`config.mk`:
```
export PLATFORM = sky130hd
export DESIGN_NAME = can_mode_ctrl
export DESIGN_NICKNAME = d
export VERILOG_FILES = /design/src/rtl/can_mode_pkg.sv /design/src/rtl/can_mode_reg.sv /design/src/rtl/can_busfree_cnt.sv /design/src/rtl/can_pin_pol.sv /design/src/rtl/can_mode_ctrl.sv
export SDC_FILE = /design/constraint.sdc
export NUM_CORES = 1
export LEC_CHECK = 0
export BUFFER_PORTS_ARGS = -buffer_cell sky130_fd_sc_hd__buf_4
export CAP_MARGIN = 25
export CORE_MARGIN = 3
export CORE_UTILIZATION = 38
export DETAILED_ROUTE_END_ITERATION = 10
export PLACE_DENSITY = 0.76
export SLEW_MARGIN = 5
export SYNTH_ARGS = -nofsm -noshare
export SYNTH_HDL_FRONTEND = slang
export SYNTH_SLANG_ARGS = --single-unit
```
`constraint.sdc`:
```
create_clock -name clk -period 1.85 [get_ports clk]
set_input_delay 0.37 -clock clk [delete_from_list [all_inputs] [get_ports clk]]
set_output_delay 0.37 -clock clk [all_outputs]
set_load 0.005 [all_outputs]
```
`src/rtl/can_mode_pkg.sv`:
```
package can_mode_pkg;

  // Field positions decoded by the rest of the controller
  localparam int unsigned FLD_SRST = 0;
  localparam int unsigned FLD_LSTN = 1;
  localparam int unsigned FLD_STST = 2;
  localparam int unsigned FLD_PRIO = 3;
  localparam int unsigned FLD_RPOL = 5;

  typedef struct packed {
    logic rev_pol;
    logic prio_sel;
    logic self_test;
    logic listen_only;
    logic soft_rst;
  } mode_t;

  localparam mode_t MODE_RESET = '{rev_pol: 1'b0, prio_sel: 1'b0, self_test: 1'b0,
                                   listen_only: 1'b0, soft_rst: 1'b1};

  // A pin level is dominant when it equals the polarity bit
  function automatic logic pin_is_dom(input logic pin, input logic pol);
    return pin == pol;
  endfunction

  // Pin level for a requested bit value
  function automatic logic pin_level(input logic want_dom, input logic pol);
    return want_dom ? pol : ~pol;
  endfunction

  // Occurrences needed minus one, as a count target
  function automatic int unsigned recov_target(input logic long_cause,
                                               input int unsigned n_short,
                                               input int unsigned n_long);
    return long_cause ? (n_long - 1) : (n_short - 1);
  endfunction

endpackage

```
`src/rtl/can_mode_reg.sv`:
```
module can_mode_reg
  import can_mode_pkg::*;
#(
  parameter int unsigned DW = 32
) (
  input  logic          clk,
  input  logic          rst_n,
  input  logic          wr_en,
  input  logic [DW-1:0] wr_data,
  input  logic          bus_off,
  output mode_t         mode,
  output logic          cause_long,
  output logic          sw_reset_ev,
  output logic          cfg_wr_ev
);

  mode_t mode_q, mode_d;
  logic  cause_q, cause_d;

  // Software enters soft reset: bit 0 written to 1 while it is 0
  assign sw_reset_ev = wr_en & ~bus_off & wr_data[FLD_SRST] & ~mode_q.soft_rst;
  // Protected fields may change only while soft reset is already set
  assign cfg_wr_ev   = wr_en & ~bus_off & mode_q.soft_rst;

  always_comb begin
    mode_d  = mode_q;
    cause_d = cause_q;
    if (bus_off) begin
      mode_d.soft_rst = 1'b1;
      cause_d         = 1'b1;
    end else if (wr_en) begin
      mode_d.soft_rst = wr_data[FLD_SRST];
      if (cfg_wr_ev) begin
        mode_d.listen_only = wr_data[FLD_LSTN];
        mode_d.self_test   = wr_data[FLD_STST];
        mode_d.prio_sel    = wr_data[FLD_PRIO];
        mode_d.rev_pol     = wr_data[FLD_RPOL];
      end
      if (sw_reset_ev) cause_d = 1'b0;
    end
  end

  always_ff @(posedge clk or negedge rst_n) begin
    if (!rst_n) begin
      mode_q  <= MODE_RESET;
      cause_q <= 1'b0;
    end else begin
      mode_q  <= mode_d;
      cause_q <= cause_d;
    end
  end

  assign mode       = mode_q;
  assign cause_long = cause_q;

endmodule

```
`src/rtl/can_busfree_cnt.sv`:
```
module can_busfree_cnt
  import can_mode_pkg::*;
#(
  parameter int unsigned RUN_LEN = 11,
  parameter int unsigned N_SHORT = 1,
  parameter int unsigned N_LONG  = 128
) (
  input  logic clk,
  input  logic rst_n,
  input  logic hold,
  input  logic need_long,
  input  logic bit_stb,
  input  logic rx_dom,
  output logic run_done,
  output logic bus_on
);

  localparam int unsigned RUN_W = (RUN_LEN > 1) ? $clog2(RUN_LEN) : 1;
  localparam int unsigned OCC_W = (N_LONG > 1) ? $clog2(N_LONG) : 1;
  localparam logic [RUN_W-1:0] RUN_LAST = RUN_W'(RUN_LEN - 1);

  logic [RUN_W-1:0] run_q;
  logic [OCC_W-1:0] occ_q;
  logic [OCC_W-1:0] occ_tgt;
  logic             on_q;
  logic             counting;
  logic             goal_hit;

  assign occ_tgt  = OCC_W'(recov_target(need_long, N_SHORT, N_LONG));
  assign counting = ~hold & ~on_q & bit_stb;
  assign run_done = counting & ~rx_dom & (run_q == RUN_LAST);
  assign goal_hit = run_done & (occ_q == occ_tgt);

  always_ff @(posedge clk or negedge rst_n) begin
    if (!rst_n) begin
      run_q <= '0;
      occ_q <= '0;
      on_q  <= 1'b0;
    end else if (hold) begin
      run_q <= '0;
      occ_q <= '0;
      on_q  <= 1'b0;
    end else if (counting) begin
      if (rx_dom) begin
        run_q <= '0;
      end else if (run_done) begin
        run_q <= '0;
        if (goal_hit) on_q  <= 1'b1;
        else          occ_q <= occ_q + 1'b1;
      end else begin
        run_q <= run_q + 1'b1;
      end
    end
  end

  assign bus_on = on_q & ~hold;

endmodule

```
`src/rtl/can_pin_pol.sv`:
```
module can_pin_pol
  import can_mode_pkg::*;
(
  input  logic rev_pol,
  input  logic rx_pin,
  input  logic tx_dom,
  input  logic tx_allow,
  output logic rx_dom,
  output logic tx_pin
);

  assign rx_dom = pin_is_dom(rx_pin, rev_pol);
  assign tx_pin = pin_level(tx_dom & tx_allow, rev_pol);

endmodule

```
`src/rtl/can_mode_ctrl.sv`:
```
module can_mode_ctrl
  import can_mode_pkg::*;
#(
  parameter int unsigned DW      = 32,
  parameter int unsigned RUN_LEN = 11,
  parameter int unsigned N_SHORT = 1,
  parameter int unsigned N_LONG  = 128
) (
  input  logic          clk,
  input  logic          rst_n,
  input  logic          wr_en,
  input  logic [DW-1:0] wr_data,
  input  logic          bus_off,
  input  logic          bit_stb,
  input  logic          rx_pin,
  input  logic          tx_dom,
  output logic [DW-1:0] rd_data,
  output logic          soft_rst,
  output logic          listen_only,
  output logic          self_test,
  output logic          prio_mode,
  output logic          rev_pol,
  output logic          bus_on,
  output logic          rx_dom,
  output logic          tx_pin
);

  mode_t mode;
  logic  cause_long;
  logic  sw_reset_ev;
  logic  cfg_wr_ev;
  logic  run_done;
  logic  tx_allow;

  can_mode_reg #(.DW(DW)) u_reg (
    .clk         (clk),
    .rst_n       (rst_n),
    .wr_en       (wr_en),
    .wr_data     (wr_data),
    .bus_off     (bus_off),
    .mode        (mode),
    .cause_long  (cause_long),
    .sw_reset_ev (sw_reset_ev),
    .cfg_wr_ev   (cfg_wr_ev)
  );

  can_busfree_cnt #(.RUN_LEN(RUN_LEN), .N_SHORT(N_SHORT), .N_LONG(N_LONG)) u_cnt (
    .clk       (clk),
    .rst_n     (rst_n),
    .hold      (mode.soft_rst),
    .need_long (cause_long),
    .bit_stb   (bit_stb),
    .rx_dom    (rx_dom),
    .run_done  (run_done),
    .bus_on    (bus_on)
  );

  assign tx_allow = bus_on & ~mode.listen_only;

  can_pin_pol u_pol (
    .rev_pol  (mode.rev_pol),
    .rx_pin   (rx_pin),
    .tx_dom   (tx_dom),
    .tx_allow (tx_allow),
    .rx_dom   (rx_dom),
    .tx_pin   (tx_pin)
  );

  always_comb begin
    rd_data           = '0;
    rd_data[FLD_SRST] = mode.soft_rst;
    rd_data[FLD_LSTN] = mode.listen_only;
    rd_data[FLD_STST] = mode.self_test;
    rd_data[FLD_PRIO] = mode.prio_sel;
    rd_data[FLD_RPOL] = mode.rev_pol;
  end

  assign soft_rst    = mode.soft_rst;
  assign listen_only = mode.listen_only;
  assign self_test   = mode.self_test;
  assign prio_mode   = mode.prio_sel;
  assign rev_pol     = mode.rev_pol;

endmodule

```
==> flow_metrics.tcl <==
set metrics [dict create \
    cts_inserted_buffers 3 \
    fraction_of_the_yosys_area_taken_by_sequential_cells_pct 35.50 \
    critPathMaxStageDelay_ps 540 \
    boundaryPins 79 \
    drive_gt1_share_pct 31.29 \
    globalRouteMet1Util_pct 16.70 \
    total_leakage_power_nw 0.6870 \
    worstSetupStartpointType "flip-flop" \
    antenna_found_initial 0 \
    multiInputGateArea_um2 701.9 \
    launch_point_of_the_critical_path "u_cnt.run_q[0]$_DFFE_PN0N_" \
    timing.rr.end "u_cnt.occ_q[6]$_DFFE_PN0P_" \
    synth_xor_xnor_area_share_pct 2.655 \
    setup_viol 0 \
    yosys_warnings 0 \
    rr_startpoint "u_cnt.run_q[0]$_DFFE_PN0N_" \
    tritoncts "done" \
    groute.usage.overall_pct 13.24 \
    ff_latch_area_um2 451.7 \
    power-per-cell-area_mw_per_mm2 571.3 \
    synthSimpleGateAreaFrac_pct 20.45 \
    grt_util_met3_pct 2.285 \
    synth-compound-area-share_pct 12.00 \
    yosys.area_share.adder_pct 2.950 \
    wire_length_per_cell_um 12.54 \
    most_instantiated_flip_flop_cell_in_the_synthesis_netlist "sky130_fd_sc_hd__dfrtp_1" \
    number_of_global_route_vias_before_repair 975 \
    crit_required_ps 2100 \
    grt_first_pass_wirelength_um 4340 \
    final.setup_skew_ps 6.705 \
    number_of_nets_in_the_layout 206 \
    worstPathArrival_ps 2000 \
    placeableCoreArea_mm2 0.003128 \
    drt_first_pass_iters 4 \
    timing.critical_path.to_type "flip-flop" \
    post_synth_main_area_contributors "sky130_fd_sc_hd__dfrtp_1 (33%), sky130_fd_sc_hd__buf_4 (19%), sky130_fd_sc_hd__mux2_2 (4.4%)" \
    maxCapViolations 0 \
    finalWeightedCongestion 0.8015 \
    share_of_synthesized_flip_flops_with_an_asynchronous_set_or_reset_pct 100.0 \
    fill_cells 304 \
    endpoint "u_cnt.occ_q[6]$_DFFE_PN0P_" \
    synth_top_family_by_area "buffers and inverters" \
    grt_max_degree 19 \
    area_delta_synth_final_pct 18.49 \
    timing_max_transition_violations_final 0 \
    cts_max_path_buffers 2 \
    timing_worst_setup_path_type "flip-flop to flip-flop" \
    placementRows 20 \
    worstSetupPathDepth 6 \
    drt_iter0_drc 26 \
    cts.clk_slew.worst_paths_ps 110 \
    cts_max_level 1 \
    synth-seq-cells 18 \
    synthMuxAreaShare_pct 5.211 \
    synth.top_cell.area_share_pct 33.43 \
    setup_total_negative_slack_ps 0 \
    die_height_um 63.87 \
    post_synth_inst_count 133 \
    n_antenna_cell 0 \
    regToRegSetupSlack_ps 100 \
    postRouteAntennaNets 0 \
    timing.reg2reg.worst_path_depth 6 \
    netlist-cell-type-count 44 \
    numPortBuffers 24 \
    synthMostInstantiatedCell "sky130_fd_sc_hd__buf_4" \
    final_cell_count_no_fill 207 \
    clock_sinks 18 \
    worst_ir_drop_vdd_mv 0.3725 \
    path_buf_inv 1 \
    period_share_pct 94.45 \
    place.detailed.instances 202 \
    vias_per_cell 4.860 \
    run_status "completed" \
    grtUsageMet2_pct 22.45 \
    detail_route.drc_violations 0 \
    hold_viol_final 0 \
    detail_route.wirelength_um 2596 \
    clk_root_buffer_cell "sky130_fd_sc_hd__clkbuf_4" \
    full_die_area_mm2 0.004079 \
    synth_edf_count 0 \
    top_cell_family_by_delay_on_the_critical_path "simple AND/OR/NAND/NOR gates" \
    avgSynthCellArea_um2 9.567 \
    clock_insertion_delay_worst_skew_ps 300 \
    type_of_the_most_critical_hold_path "input pin to flip-flop" \
    clock.fmax_ghz 0.5723 \
    crit_fanout 5 \
    grt_most_used_layer "met2" \
    grt_overflow_total 0 \
    finalCriticalPeriod_ps 1747 \
    timing.critical_path.cells "inv_1, ha_4, nand4bb_4, or4_4, or3_1, nand2_1" \
    post-synth-top-area-cell "sky130_fd_sc_hd__dfrtp_1" \
    die_x_um 63.87 \
    cts_post_setup_buffers_inserted 0 \
    synthTopCellsByCount "sky130_fd_sc_hd__buf_4 (32), sky130_fd_sc_hd__dfrtp_1 (17), sky130_fd_sc_hd__nand2_1 (8)" \
    num_vias 1006 \
    critical_path_s_slowest_cell "sky130_fd_sc_hd__or4_4" \
    hpwl_reported_at_the_end_of_detailed_placement_um 2017 \
    syn-cell-area_mm2 0.001272 \
    floorplan.initialDensity_pct 40.68 \
]
## per-stage QoR
stage,power [mW],utilization [%],instance area (um^2),setup WS (ps),hold WS (ps)
CTS,0.8590,46.60,1458,37.79,257.6
global route,0.9129,48.20,1508,-4.996,261.0
floorplan,0.5899,-,1370,60.46,74.41
global placement,0.6383,45.44,1421,53.60,255.4
detailed placement,0.6462,45.44,1421,9.251,259.3
finish,0.8613,48.20,1508,102.8,262.3
## repair_timing
action / CTS / global route
endpoints found under the hold margin: 17 / 0
setup endpoints to repair: 1 / 5
cloned: 0 / 0
resized for setup: 0 / 8
pin swaps: 1 / 1
hold buffers: 1 / 0
## final cells by class
type,count,area share [%]
Tap cell,44,3.651
Multi-Input combinational cell,102,46.56
Sequential cell,18,29.96
Inverter,6,1.494
Clock buffer,4,1.743
Timing Repair Buffer,33,16.60
## power breakdown
group / switching [mW] / leakage, nW / internal [mW]
Combinational: 0.0977 / 0.438 / 0.115
Clock: 0.125 / 0.0150 / 0.0840
Sequential: 0.0242 / 0.234 / 0.415
## worst reg2reg max path, stage by stage, from the launching register on
cell and delay (ps):
sky130_fd_sc_hd__dfrtp_1 390, sky130_fd_sc_hd__inv_1 100, sky130_fd_sc_hd__ha_4 160, sky130_fd_sc_hd__nand4bb_4 140
sky130_fd_sc_hd__or4_4 540, sky130_fd_sc_hd__or3_1 310, sky130_fd_sc_hd__nand2_1 70
## per-layer routing
layer / wire length, um / share of wire [%]
met5: 0 / 0
met4: 29 / 1.1
met3: 176 / 6.8
met2: 1335 / 51
met1: 1055 / 41
## registers in the layout (all words and copies together) (netlist names)
register / flops
u_cnt.on_q: 1
u_cnt.occ_q: 7
u_cnt.run_q: 4
u_reg.cause_long: 1
u_reg.mode: 5
## worst min path at each step
stage	from	endpoint	slack [ps]	cells after the start
finish	wr_en	u_reg.mode[0]$_DFFE_PN1P_	260	2
CTS	wr_en	u_reg.mode[0]$_DFFE_PN1P_	260	2
global placement	rst_n	u_cnt.occ_q[3]$_DFFE_PN0P_	260	1
detailed placement	rst_n	u_cnt.occ_q[5]$_DFFE_PN0P_	260	1
global route	wr_en	u_reg.mode[0]$_DFFE_PN1P_	260	2
floorplan	rst_n	u_cnt.occ_q[0]$_DFFE_PN0P_	70	0
## kinds of logic (layout without fill, tap and decap cells)
family          count (synthesis)  after routing
simple gates                   41             41
other cells                     1             27
mux                             6              6
fa+ha+maj                       3              3
compound gates                 22             22
buf+inv                        39             43
xor+xnor                        3              3
flops                          18             18
## layout by cell type (no fill, tap or decap), types with 5 or more instances in the layout
| master | Yosys | final |
|---|---|---|
| sky130_fd_sc_hd__buf_4 | 32 | 32 |
| sky130_fd_sc_hd__conb_1 | 1 | 27 |
| sky130_fd_sc_hd__dfrtp_1 | 17 | 17 |
| sky130_fd_sc_hd__inv_1 | 6 | 6 |
| sky130_fd_sc_hd__mux2_2 | 5 | 5 |
| sky130_fd_sc_hd__nand2_1 | 8 | 8 |
| sky130_fd_sc_hd__nand3_1 | 6 | 6 |
| sky130_fd_sc_hd__o21ai_0 | 6 | 6 |
(Power assumes the default switching activity.)
